### src/rtl/pwm_db_pkg.sv
package pwm_db_pkg;
  typedef enum logic {
    MODE_INDEP = 1'b0,
    MODE_PAIR  = 1'b1
  } out_mode_e;
endpackage

### src/rtl/pwm_prescaler.sv
module pwm_prescaler #(
  parameter int PSC_W = 8
) (
  input  logic             clk_i,
  input  logic             rst_ni,
  input  logic             en_i,
  input  logic [PSC_W-1:0] div_i,
  output logic             tick_o
);
  logic [PSC_W-1:0] cnt_q;

  assign tick_o = en_i && (cnt_q == div_i);

  always_ff @(posedge clk_i or negedge rst_ni) begin
    if (!rst_ni)           cnt_q <= '0;
    else if (!en_i)        cnt_q <= '0;
    else if (cnt_q == div_i) cnt_q <= '0;
    else                   cnt_q <= cnt_q + PSC_W'(1);
  end
endmodule

### src/rtl/pwm_timebase.sv
module pwm_timebase #(
  parameter int CNT_W = 16,
  parameter int PSC_W = 8,
  parameter int N_CH  = 3
) (
  input  logic                  clk_i,
  input  logic                  rst_ni,
  input  logic                  en_i,
  input  logic                  tick_i,
  input  logic [PSC_W-1:0]      psc_i,
  input  logic [CNT_W-1:0]      period_i,
  input  logic [N_CH*CNT_W-1:0] duty_i,
  output logic [PSC_W-1:0]      psc_act_o,
  output logic [N_CH-1:0]       ref_o,
  output logic                  wrap_o
);
  logic [CNT_W-1:0] cnt_q, per_q, per_eff;
  logic [PSC_W-1:0] psc_q;
  logic             last_w, load_w;

  // periods below two ticks are clamped
  assign per_eff   = (period_i < CNT_W'(2)) ? CNT_W'(2) : period_i;
  assign last_w    = (cnt_q == per_q - CNT_W'(1));
  assign wrap_o    = en_i && tick_i && last_w;
  assign load_w    = !en_i || wrap_o;
  assign psc_act_o = psc_q;

  always_ff @(posedge clk_i or negedge rst_ni) begin
    if (!rst_ni) begin
      cnt_q <= '0;
      per_q <= CNT_W'(2);
      psc_q <= '0;
    end else begin
      if (load_w) begin
        per_q <= per_eff;
        psc_q <= psc_i;
      end
      if (!en_i || wrap_o) cnt_q <= '0;
      else if (tick_i)     cnt_q <= cnt_q + CNT_W'(1);
    end
  end

  for (genvar c = 0; c < N_CH; c++) begin : g_ch
    logic [CNT_W-1:0] duty_q;
    logic             ref_q;
    always_ff @(posedge clk_i or negedge rst_ni) begin
      if (!rst_ni) begin
        duty_q <= '0;
        ref_q  <= 1'b0;
      end else begin
        if (load_w) duty_q <= duty_i[c*CNT_W +: CNT_W];
        ref_q <= en_i && (cnt_q < duty_q);
      end
    end
    assign ref_o[c] = ref_q;
  end
endmodule

### src/rtl/pwm_deadband.sv
module pwm_deadband #(
  parameter int DB_W = 12
) (
  input  logic            clk_i,
  input  logic            rst_ni,
  input  logic            en_i,
  input  logic            ref_i,
  input  logic [DB_W-1:0] db_i,
  output logic            hi_o,
  output logic            lo_o
);
  logic            ref_d_q, hi_q, lo_q;
  logic [DB_W-1:0] dcnt_q;
  logic            edge_w, settled_w;

  assign edge_w    = (ref_i != ref_d_q);
  assign settled_w = !edge_w && (dcnt_q == '0);
  assign hi_o      = hi_q;
  assign lo_o      = lo_q;

  // any reference edge restarts the dead window, both sides low meanwhile
  always_ff @(posedge clk_i or negedge rst_ni) begin
    if (!rst_ni) begin
      ref_d_q <= 1'b0;
      dcnt_q  <= '0;
      hi_q    <= 1'b0;
      lo_q    <= 1'b0;
    end else if (!en_i) begin
      ref_d_q <= 1'b0;
      dcnt_q  <= db_i;
      hi_q    <= 1'b0;
      lo_q    <= 1'b0;
    end else begin
      ref_d_q <= ref_i;
      if (edge_w)              dcnt_q <= db_i;
      else if (dcnt_q != '0)   dcnt_q <= dcnt_q - DB_W'(1);
      hi_q <= settled_w && ref_i;
      lo_q <= settled_w && !ref_i;
    end
  end
endmodule

### src/rtl/pwm_irq_div.sv
module pwm_irq_div #(
  parameter int IRQ_W = 8
) (
  input  logic             clk_i,
  input  logic             rst_ni,
  input  logic             en_i,
  input  logic             evt_i,
  input  logic [IRQ_W-1:0] irq_n_i,
  output logic             irq_o
);
  logic [IRQ_W-1:0] rem_q, n_eff;
  logic             irq_q;

  assign n_eff = (irq_n_i == '0) ? IRQ_W'(1) : irq_n_i;
  assign irq_o = irq_q;

  always_ff @(posedge clk_i or negedge rst_ni) begin
    if (!rst_ni) begin
      rem_q <= IRQ_W'(1);
      irq_q <= 1'b0;
    end else if (!en_i) begin
      rem_q <= n_eff;
      irq_q <= 1'b0;
    end else begin
      irq_q <= 1'b0;
      if (evt_i) begin
        if (rem_q <= IRQ_W'(1)) begin
          irq_q <= 1'b1;
          rem_q <= n_eff;
        end else begin
          rem_q <= rem_q - IRQ_W'(1);
        end
      end
    end
  end
endmodule

### src/rtl/pwm_db_gen.sv
module pwm_db_gen
  import pwm_db_pkg::*;
#(
  parameter int CNT_W  = 16,
  parameter int PSC_W  = 8,
  parameter int DB_W   = 12,
  parameter int IRQ_W  = 8,
  parameter int N_CH   = 3,
  parameter int N_PAIR = 2,
  localparam int OUT_W = (2*N_PAIR > N_CH) ? 2*N_PAIR : N_CH
) (
  input  logic                  clk_i,
  input  logic                  rst_ni,
  input  logic                  en_i,
  input  logic                  pair_mode_i,
  input  logic [PSC_W-1:0]      psc_i,
  input  logic [CNT_W-1:0]      period_i,
  input  logic [N_CH*CNT_W-1:0] duty_i,
  input  logic [DB_W-1:0]       db_i,
  input  logic [IRQ_W-1:0]      irq_n_i,
  output logic [OUT_W-1:0]      out_o,
  output logic                  irq_o
);
  out_mode_e         mode;
  logic              tick_w, wrap_w;
  logic [PSC_W-1:0]  psc_act_w;
  logic [N_CH-1:0]   ref_w;
  logic [N_PAIR-1:0] hi_w, lo_w;

  assign mode = out_mode_e'(pair_mode_i);

  pwm_prescaler #(.PSC_W(PSC_W)) u_psc (
    .clk_i(clk_i), .rst_ni(rst_ni), .en_i(en_i),
    .div_i(psc_act_w), .tick_o(tick_w)
  );

  pwm_timebase #(.CNT_W(CNT_W), .PSC_W(PSC_W), .N_CH(N_CH)) u_tb (
    .clk_i(clk_i), .rst_ni(rst_ni), .en_i(en_i), .tick_i(tick_w),
    .psc_i(psc_i), .period_i(period_i), .duty_i(duty_i),
    .psc_act_o(psc_act_w), .ref_o(ref_w), .wrap_o(wrap_w)
  );

  for (genvar p = 0; p < N_PAIR; p++) begin : g_pair
    pwm_deadband #(.DB_W(DB_W)) u_db (
      .clk_i(clk_i), .rst_ni(rst_ni), .en_i(en_i), .ref_i(ref_w[p]),
      .db_i(db_i), .hi_o(hi_w[p]), .lo_o(lo_w[p])
    );
  end

  pwm_irq_div #(.IRQ_W(IRQ_W)) u_irq (
    .clk_i(clk_i), .rst_ni(rst_ni), .en_i(en_i), .evt_i(wrap_w),
    .irq_n_i(irq_n_i), .irq_o(irq_o)
  );

  for (genvar k = 0; k < OUT_W; k++) begin : g_out
    logic indep_bit, pair_bit;
    if (k < N_CH) begin : g_i
      assign indep_bit = ref_w[k];
    end else begin : g_iz
      assign indep_bit = 1'b0;
    end
    if (k / 2 < N_PAIR) begin : g_p
      if (k % 2 == 0) begin : g_hi
        assign pair_bit = hi_w[k/2];
      end else begin : g_lo
        assign pair_bit = lo_w[k/2];
      end
    end else begin : g_pz
      assign pair_bit = 1'b0;
    end
    assign out_o[k] = (mode == MODE_PAIR) ? pair_bit : indep_bit;
  end
endmodule

### config.mk
export PLATFORM = sky130hd
export DESIGN_NAME = pwm_db_gen
export DESIGN_NICKNAME = d
export VERILOG_FILES = /design/src/rtl/pwm_db_pkg.sv /design/src/rtl/pwm_prescaler.sv /design/src/rtl/pwm_timebase.sv /design/src/rtl/pwm_deadband.sv /design/src/rtl/pwm_irq_div.sv /design/src/rtl/pwm_db_gen.sv
export SDC_FILE = /design/constraint.sdc
export NUM_CORES = 1
export LEC_CHECK = 0
export ABC_AREA = 0
export CORE_ASPECT_RATIO = 1.2
export CORE_MARGIN = 4
export CORE_UTILIZATION = 64
export DETAILED_ROUTE_END_ITERATION = 6
export DONT_BUFFER_PORTS = 1
export PLACE_DENSITY_LB_ADDON = 0.2
export RECOVER_POWER = 50
export SYNTH_ARGS = -nofsm -noshare
export SYNTH_HDL_FRONTEND = slang
export SYNTH_SLANG_ARGS = --single-unit
### constraint.sdc
create_clock -name clk_i -period 4.53 [get_ports clk_i]
set_clock_uncertainty 0.1 [all_clocks]
set_input_delay 0.2265 -clock clk_i [delete_from_list [all_inputs] [get_ports clk_i]]
set_output_delay 0.2265 -clock clk_i [all_outputs]
set_load 0.02 [all_outputs]
==> impl_metrics.toml <==
[cts]
cts_root_buffer = "clkbuf_16"
post_cts_buffers = 0
htree_levels = 4
cts_tree = "done"
cts.sinks = 138
cts_buffer_depth = 2
numCtsBuffers = 17
clkTransAtPathRegs_ns = 0.06
clock_latency_ns = 0.43

[sta]
fmax_mhz = 255.2
period_share_pct = 86.49
relSlewSlack_pct = -124.0
tightest_slew_ns = 3.360
rsz0062_at_grt = "false"
drv_slew = 139
setup_viol = 0
fin_setup_tns_ns = 0
fin_ws_ns = 0.6121
finalHoldViolations = 0
min_period_ns = 3.918

[synthesis]
syn_area_um2 = 7996
synth_top_area_share_pct = 42.56
synthFlopType = "dfrtp_1"
synth_area_per_cell_um2 = 10.40
yosysMostFrequentCell = "dfrtp_1"
async_flop_share_pct = 100.0
yosys_warnings = 0
synth_area_leader_cell = "dfrtp_1"
synth_edf_count = 0
ys_top_cells_by_count = "dfrtp_1 (136), nor2_1 (67), mux2_2 (62)"
synth_area_leaders = "dfrtp_1 (43%), mux2_2 (8.7%), ha_1 (8.1%)"
syn_inst = 769
synth_nets = 917
synth-seq-cells = 138
synth.distinct_cells = 61
synth-seq-area-share_pct = 43.22

[floorplan]
initial_core_util_pct = 65.72
row_count = 44
die_h_um = 130.4
ioPinCount = 101
coreArea_um2 = 12170
die_w_um = 110.0
design.die.area_um2 = 14350

[critical_path]
worstPathCellList = "or4_4 > or4_1 > a31oi_1 > o2111ai_1 > or2_1 > o31ai_1 > a211o_1 > dlygate4sd3_1"
path_max_fanout = 8
crit_type = "flop to flop"
end_kind = "flop"
start_kind = "flop"
critPathRequiredTime_ns = 4.79
slowest_stage = "or4_4"
cpPeakStageDelay_ns = 0.61
critPathArrivalTime_ns = 4.18

[placement]
dp_slack_ns = 0.9327
dp_hpwl_um = 12840
port_buffers = 0
place_area_um2 = 8075
place.gp.congestion = 0.8464
post-place-cells = 904

[global_route]
grt_pass1_wl_um = 33310
grt_max_degree = 139
antenna_found_initial = 1
grt_pass1_vias = 6931
grt_use_total_pct = 30.26
grt_overflow = 0

[hold_path]
hold_class = "input pin to flop"

[power]
power_density_nw_per_um2 = 345.4
p_leak_uw = 0.004364
power.total_uw = 3335
vdd_drop_max_mv = 0.2567

[finish]
drive_above_1_share_pct = 13.09
final_cells = 1033
area_delta_synth_final_pct = 20.76
fillers = 746
finalInstanceArea_um2 = 9657
fin_nets = 1006

[routing]
wl_per_cell_um = 19.75
drt_iter0_drc = 567
drc = 0
final_antenna_net_count = 0
via_per_inst = 6.208
wirelength_um = 20410
vias = 6413
dr.pass1.iters = 5

[status]
failed_checks = "max-capacitance violations, max-slew violations"
status = "complete, but fails checks"

[flow_run]
maxCapViolCount = 1
final cells by class:
| class | instances | area, µm² | share of cell area, % |
|---|---|---|---|
| Clock inverter | 10 | 138.9 | 1.438 |
| Timing Repair Buffer | 99 | 991.0 | 10.26 |
| Antenna cell | 1 | 2.502 | 0.02591 |
| Sequential cell | 138 | 3456 | 35.79 |
| Clock buffer | 22 | 484.2 | 5.014 |
| Tap cell | 161 | 201.4 | 2.086 |
| Inverter | 57 | 214.0 | 2.216 |
| Multi-Input combinational cell | 545 | 4169 | 43.17 |
stage by stage:
stage / util [%] / hold slack, ns
2_1_floorplan: - / -0.1691
3_3_place_gp: 66.37 / -0.1657
3_5_place_dp: 66.37 / -0.1654
4_1_cts: 79.54 / 0.01710
5_1_grt: 79.37 / 0.03174
6_report: 79.37 / 0.03144
routing by layer:
layer,global-route usage [%],wire [µm],vias to the layer above
met4,17.90,936,0
met5,0,0,-
li1,-,-,2923
met2,53.32,10740,252
met3,6.732,1083,77
met1,33.06,7648,3161
sequential cells by signal, summed over array words and instances, names as in the netlist:
register and flops:
u_tb.g_ch.duty_q 48, g_pair.u_db.dcnt_q 24, u_tb.cnt_q 16, u_tb.per_q 16
u_irq.rem_q 8, u_psc.cnt_q 8, u_tb.psc_act_o 8, u_tb.g_ch.ref_q 3
g_pair.u_db.hi_o 2, g_pair.u_db.lo_o 2, g_pair.u_db.ref_d_q 2, u_irq.irq_o 1
layout by cell type (no fill, tap or decap), types with 6 or more instances in the layout:
| cell | Yosys | routed |
|---|---|---|
| a211oi_1 | 19 | 19 |
| and2_1 | 7 | 6 |
| xnor2_1 | 32 | 32 |
| nor2_1 | 67 | 67 |
| and3_1 | 14 | 14 |
| o31ai_1 | 7 | 7 |
| mux2_1 | 12 | 12 |
| nor4_1 | 12 | 12 |
| nand4_1 | 13 | 13 |
| nand3_1 | 20 | 20 |
| clkbuf_16 | 0 | 17 |
| o21ai_0 | 9 | 9 |
| dfrtp_1 | 136 | 136 |
| a21o_1 | 16 | 16 |
| xor2_1 | 30 | 30 |
| nor3_1 | 15 | 15 |
| nand2b_1 | 6 | 6 |
| nand2_1 | 36 | 36 |
| ha_1 | 52 | 52 |
| nor2b_1 | 9 | 9 |
| inv_1 | 56 | 56 |
| mux2_2 | 62 | 62 |
| a21oi_1 | 26 | 26 |
| a31oi_1 | 7 | 7 |
| or3_1 | 9 | 9 |
| dlygate4sd3_1 | 0 | 95 |
kinds of logic after synthesis:
logic type,after synthesis,synth area share (%)
AND/OR/NAND/NOR,234,15.43
buffers and inverters,86,4.647
XOR/XNOR,62,6.791
flip-flops,138,43.22
AO/OA/AOI/OAI,119,10.86
multiplexers,78,10.92
adder cells (fa/ha/maj),52,8.136
critical path, delay by kind of cell, from the launching register on:
kind	cells	cell delay (ns)
simple gates	3	1.50
flops	1	0.45
compound gates	4	1.26
buf+inv	1	0.54
path summary, 6_finish.rpt:
check / startpoint / end / slack (ns) / cells past startpoint
hold reg to reg: g_pair[0].u_db.ref_d_q / g_pair[0].u_db.lo_o / 0.37 / 1
hold / removal: en_i / u_irq.rem_q[6] / 0.03 / 4
setup / recovery: u_tb.per_q[3] / u_irq.rem_q[2] / 0.61 / 8
max in group asynchronous: rst_ni / u_tb.g_ch[2].duty_q[0] / 0.98 / 2
setup reg to reg: u_tb.per_q[3] / u_irq.rem_q[2] / 0.61 / 8
min in group asynchronous: rst_ni / g_pair[1].u_db.dcnt_q[7] / 1.36 / 2
timing repair:
| action | 4_1_cts | 5_1_grt |
|---|---|---|
| gates resized for setup | 0 | 0 |
| endpoints found under the hold margin | 247 | 0 |
| hold buffers | 96 | 0 |
report_power, final:
part           switching (µW)  total [µW]  internal, µW  leakage (µW)
combinational             221         452           231       0.00239
sequential               97.2        1430          1340       0.00167
clock                     525        1450           924      0.000306
total                     843        3340          2490       0.00436
No activity file was read; power rests on OpenSTA's default activity.
